File: config.mk
export PLATFORM = sky130hd
export DESIGN_NAME = scu_cfg_regs
export DESIGN_NICKNAME = d
export VERILOG_FILES = /design/src/rtl/scu_regs_pkg.sv /design/src/rtl/scu_addr_decode.sv /design/src/rtl/scu_reg_bank.sv /design/src/rtl/scu_rd_resp.sv /design/src/rtl/scu_cfg_regs.sv
export SDC_FILE = /design/constraint.sdc
export NUM_CORES = 1
export LEC_CHECK = 0
export ABC_AREA = 1
export BUFFER_PORTS_ARGS = -buffer_cell sky130_fd_sc_hd__buf_2
export CAP_MARGIN = 20
export CELL_PAD_IN_SITES_DETAIL_PLACEMENT = 0
export CELL_PAD_IN_SITES_GLOBAL_PLACEMENT = 1
export CORE_MARGIN = 3
export CORE_UTILIZATION = 36
export CTS_CLUSTER_DIAMETER = 200
export DETAILED_ROUTE_END_ITERATION = 7
export PLACE_DENSITY = 0.82
export SYNTH_ARGS = -nofsm -noshare
export SYNTH_HDL_FRONTEND = slang
export SYNTH_SLANG_ARGS = --single-unit
File: constraint.sdc
create_clock -name clk -period 1.35 [get_ports clk]
set_input_delay 0.27 -clock clk [delete_from_list [all_inputs] [get_ports clk]]
set_output_delay 0.27 -clock clk [all_outputs]
set_load 0.01 [all_outputs]
File: src/rtl/scu_regs_pkg.sv
package scu_regs_pkg;

    localparam int ADDR_W = 8;
    localparam int DATA_W = 32;
    localparam int LANES  = DATA_W / 8;
    localparam int WIDX_W = ADDR_W - $clog2(LANES);
    localparam int MAX_CPU = 4;

    typedef enum logic [2:0] {
        SEL_CTRL,
        SEL_CONF,
        SEL_PWR,
        SEL_RAZ,
        SEL_BAD
    } reg_sel_e;

    typedef struct packed {
        logic     rd;
        logic     wr;
        reg_sel_e sel;
    } access_t;

    function automatic reg_sel_e decode_word(input logic [WIDX_W-1:0] widx);
        case (widx)
            6'h00:   return SEL_CTRL;
            6'h01:   return SEL_CONF;
            6'h02:   return SEL_PWR;
            6'h03,
            6'h10,
            6'h11:   return SEL_RAZ;
            default: return SEL_BAD;
        endcase
    endfunction

    function automatic logic [DATA_W-1:0] conf_word(input int n);
        logic [DATA_W-1:0] mask;
        mask = (DATA_W'(1) << n) - DATA_W'(1);
        return (mask << 4) | DATA_W'(n - 1);
    endfunction

endpackage

File: src/rtl/scu_addr_decode.sv
module scu_addr_decode
    import scu_regs_pkg::*;
(
    input  logic              req,
    input  logic              wr,
    input  logic [ADDR_W-1:0] addr,
    output access_t           acc
);
    logic unused_lo;
    assign unused_lo = ^addr[$clog2(LANES)-1:0];

    always_comb begin
        acc.rd  = req && !wr;
        acc.wr  = req && wr;
        acc.sel = decode_word(addr[ADDR_W-1:$clog2(LANES)]);
    end
endmodule

File: src/rtl/scu_reg_bank.sv
module scu_reg_bank
    import scu_regs_pkg::*;
(
    input  logic              clk,
    input  logic              rst,
    input  access_t           acc,
    input  logic [LANES-1:0]  be,
    input  logic [DATA_W-1:0] wdata,
    output logic              ctrl_q,
    output logic [DATA_W-1:0] pwr_q
);
    always_ff @(posedge clk) begin
        if (rst) begin
            ctrl_q <= 1'b0;
        end else if (acc.wr && acc.sel == SEL_CTRL && be[0]) begin
            ctrl_q <= wdata[0];
        end
    end

    for (genvar g = 0; g < LANES; g++) begin : g_lane
        always_ff @(posedge clk) begin
            if (rst) begin
                pwr_q[8*g +: 8] <= 8'h00;
            end else if (acc.wr && acc.sel == SEL_PWR && be[g]) begin
                pwr_q[8*g +: 8] <= wdata[8*g +: 8];
            end
        end
    end
endmodule

File: src/rtl/scu_rd_resp.sv
module scu_rd_resp
    import scu_regs_pkg::*;
#(
    parameter int NUM_CPU = 2
) (
    input  logic              clk,
    input  logic              rst,
    input  access_t           acc,
    input  logic              ctrl_q,
    input  logic [DATA_W-1:0] pwr_q,
    output logic [DATA_W-1:0] rdata,
    output logic              err
);
    localparam logic [DATA_W-1:0] CONF = conf_word(NUM_CPU);

    logic [DATA_W-1:0] rd_next;

    always_comb begin
        rd_next = '0;
        if (acc.rd) begin
            case (acc.sel)
                SEL_CTRL: rd_next = {{(DATA_W-1){1'b0}}, ctrl_q};
                SEL_CONF: rd_next = CONF;
                SEL_PWR:  rd_next = pwr_q;
                default:  rd_next = '0;
            endcase
        end
    end

    always_ff @(posedge clk) begin
        if (rst) begin
            rdata <= '0;
            err   <= 1'b0;
        end else begin
            rdata <= rd_next;
            err   <= (acc.rd || acc.wr) && acc.sel == SEL_BAD;
        end
    end
endmodule

File: src/rtl/scu_cfg_regs.sv
module scu_cfg_regs
    import scu_regs_pkg::*;
#(
    parameter int NUM_CPU = 2
) (
    input  logic        clk,
    input  logic        rst,
    input  logic        bus_sel,
    input  logic        bus_wr,
    input  logic [7:0]  bus_addr,
    input  logic [3:0]  bus_be,
    input  logic [31:0] bus_wdata,
    output logic [31:0] bus_rdata,
    output logic        bus_err
);
    if (NUM_CPU < 1 || NUM_CPU > MAX_CPU) begin : g_bad_count
        $error("scu_cfg_regs: NUM_CPU must lie in 1..4");
    end

    access_t     acc;
    logic        ctrl_q;
    logic [31:0] pwr_q;

    scu_addr_decode u_dec (
        .req  (bus_sel),
        .wr   (bus_wr),
        .addr (bus_addr),
        .acc  (acc)
    );

    scu_reg_bank u_bank (
        .clk    (clk),
        .rst    (rst),
        .acc    (acc),
        .be     (bus_be),
        .wdata  (bus_wdata),
        .ctrl_q (ctrl_q),
        .pwr_q  (pwr_q)
    );

    scu_rd_resp #(.NUM_CPU(NUM_CPU)) u_resp (
        .clk    (clk),
        .rst    (rst),
        .acc    (acc),
        .ctrl_q (ctrl_q),
        .pwr_q  (pwr_q),
        .rdata  (bus_rdata),
        .err    (bus_err)
    );
endmodule

==> impl_results.md <==
* Delay-heaviest family, CP: simple AND/OR/NAND/NOR gates
* Vias per cell at 4.26
* Largest net degree at the start of global routing at 28
* GR Util met3 at approximately 3.4%
* Cell variety after synth at 23
* Die width at ~92 µm
* Worst path slowest cell: nor2_8
* Tot GR Track Use at about 15%
* Root Driver: clkbuf_8
* Clk_skew at 3.48 ps
* Most Crowded Layer GR: met2
* WL/cell at roughly 11 µm
* Crit path capture type: register
* WL final at approximately 5700 µm
* YS warnings at 0
* Fin. max-slew vios at 0
* Routing usage on met2 at between 20% and 30%
* Maxcap violations at 0
* Share of cells above drive strength 1 at approximately 28%
* H-tree levels at 3
* Worst setup path end: u_resp.rdata[13]$_SDFF_PP0_
* Final period util at 80.7%
* Register area share after synthesis at between 40% and 50%
* Leakage power at about 1.7 nW
* Max frequency at just over 0.9 GHz
* Clk sinks at 66
* Clock buffer count from CTS at 9
* Antenna-violating nets left at 0
* Initial Util at a little under two fifths
* Area contributors post-synth: dfxtp_1 (50%), inv_1 (11%), nand2_1 (9.2%), nor2_1 (7.3%), nand4_1 (5.9%)
* Final nets at a little under 500
* Final setup fails at 0
* First-pass detailed-route iteration total at 4
* Worst vdd ir at 486 µV
* Critical Path Start: bus_addr[6]
* Pwr per Cell Area at around 1000 nW/µm²
* Clk_lat worst skew at around 320 ps
* Worst path cell trace: buf_2 -> nor2_2 -> nand2_2 -> nor2_8 -> inv_2 -> buf_12 -> nor3_1
* Yosys top cell area share at roughly 50%
* Slew headroom at 80.8%
* Crit path DAT at 1320 ps
* Mapped cell area at ~2700 µm²
* Kind of critical path: in2reg
* Worst path max stage delay at around 240 ps
* Total power draw at 3.56 mW
* Reg2reg end: u_resp.rdata[13]$_SDFF_PP0_
* Core Area at about 7000 µm²
* Final min period at about 1100 ps
* CP Depth at 7
* # diodes at 0
* Reg-to-reg slack, setup at 680 ps
* R2R cell count at 2
* Buf/Inv on CP at 3
* Critical Path RT at 1580 ps
* Post-CTS setup buffers at 0
* Bufs on Longest Clock Path at 2
* Vias in the first global route at between 2000 and 2500
* Clock transition at path regs at about 60 ps
* Area leader, netlist: dfxtp_1
* Status: finished, final reports clean
* Unrepaired setup endpoints after global routing: no
* Syn nets at 403
* Post-CTS Hold Fix Bufs at 0
* Average size of a mapped cell at about 7.5 µm²
* Area grow syn2layout at 27.5%
* #FFs+latches synth at 66
* DRT iter0 DRCs at 66
* Hold Path Class: in2reg
* Reg-to-reg startpoint: u_bank.pwr_q[13]$_SDFFE_PP0P_
* CP startpoint kind: input pin
* Via count at about 2300
* Setup TNS at 0 ps
* Boundary Pins at slightly above 80
* Die area at 8460 µm²
* Cts repair resizes at 0
* Routability cong. at 0.723
* Commonest non-fill, non-tap cell in the layout: inv_1
* Fill cell count at 733
* Most frequent cells in the layout: inv_1 (80), buf_2 (78), dfxtp_1 (66)
* Die Y at ~92 µm
* Remaining global-route overflow at 0
* Met1 Use GR at 18.4%
* Remaining DRCs at 0
* Worst Max-Slew Pin Slew at between 200 and 300 ps
* Port bufs at a little under 80
* # rows at 30
* First-pass GRT wire length at 10000 µm
* Initial antenna violation count at 0
* Post-synthesis cell count at about 360
* Critical Path Fanout Max at 18
* Final Hold Viols at 0
* CTS tree: yes
* Detail Placement HPWL at around 4100 µm
-- cell type report --
| type | count | area [µm²] | area share, % |
|---|---|---|---|
| Sequential cell | 66 | 1320 | 38.9 |
| Multi-Input combinational cell | 189 | 926 | 27.3 |
| Timing Repair Buffer | 93 | 553 | 16.3 |
| Inverter | 84 | 315 | 9.29 |
| Clock buffer | 11 | 141 | 4.17 |
| Tap cell | 96 | 120 | 3.54 |
| Clock inverter | 3 | 17.5 | 0.516 |
-- report_power, final --
group / switching [mW] / total [mW] / internal, mW
Combinational: 0.132 / 0.229 / 0.0968
Clock: 0.690 / 1.38 / 0.690
Sequential: 0.00103 / 1.95 / 1.95
-- through the flow --
step / setup WS [ps] / cell area (µm²) / cells / utilization [%] / hold WS (ps)
after global placement: -60.8 / 3240 / 528 / 46.3 / 433
after global routing: 111 / 3390 / 542 / 48.6 / 199
after floorplan: 155 / 2660 / 355 / - / 401
after detailed placement: -89.5 / 3240 / 528 / 46.3 / 432
after CTS: 259 / 3390 / 542 / 48.6 / 175
final: 260 / 3390 / 542 / 48.6 / 188
-- metal layers --
metal / vias to the layer above / part of all wire [%]
met3: 5 / 6.2
met2: 69 / 46
met4: 0 / 0.84
met5: - / 0
li1: 1240 / -
met1: 996 / 47
-- synthesized netlist by cell type --
library cell,number
a21oi_1,2
and2_1,1
nor2_1,52
nand4_1,25
nor2_2,1
a41oi_1,1
nor3_1,14
o21ai_0,9
clkinv_1,1
dfxtp_1,66
nand3_1,2
buf_1,2
clkbuf_1,7
nand3_2,3
nor3_2,10
nand2_2,2
nor2_4,1
nand2_1,65
inv_2,3
inv_1,80
nor2_8,1
buf_2,2
buf_6,5
-- worst min path at each step --
| stage | endpoint | slack (ps) | from | cells after the start |
|---|---|---|---|---|
| global route | u_bank.pwr_q[6]$_SDFFE_PP0P_ | 200 | bus_wdata[6] | 3 |
| CTS | u_resp.err$_SDFF_PP0_ | 180 | bus_addr[6] | 2 |
| floorplan | u_resp.err$_SDFF_PP0_ | 400 | bus_addr[6] | 1 |
| finish | u_resp.err$_SDFF_PP0_ | 190 | bus_addr[6] | 2 |
| global placement | u_resp.rdata[1]$_SDFF_PP0_ | 430 | u_bank.pwr_q[1]$_SDFFE_PP0P_ | 2 |
| detailed placement | u_resp.rdata[1]$_SDFF_PP0_ | 430 | u_bank.pwr_q[1]$_SDFFE_PP0P_ | 2 |
-- cells by family (layout without fill, tap and decap cells) --
group	after synthesis	in the layout	synth area share, %
flip-flops	66	66	49.6
buffers and inverters	100	191	15.6
AO/OA/AOI/OAI	12	12	2.40
AND/OR/NAND/NOR	177	177	32.4
-- registers in the layout, summed over array words and instances, names as in the netlist --
name and flops:
u_bank.ctrl_q 1, u_resp.rdata 32, u_bank.pwr_q 32, u_resp.err 1
Power figures use the tool's default switching activity.
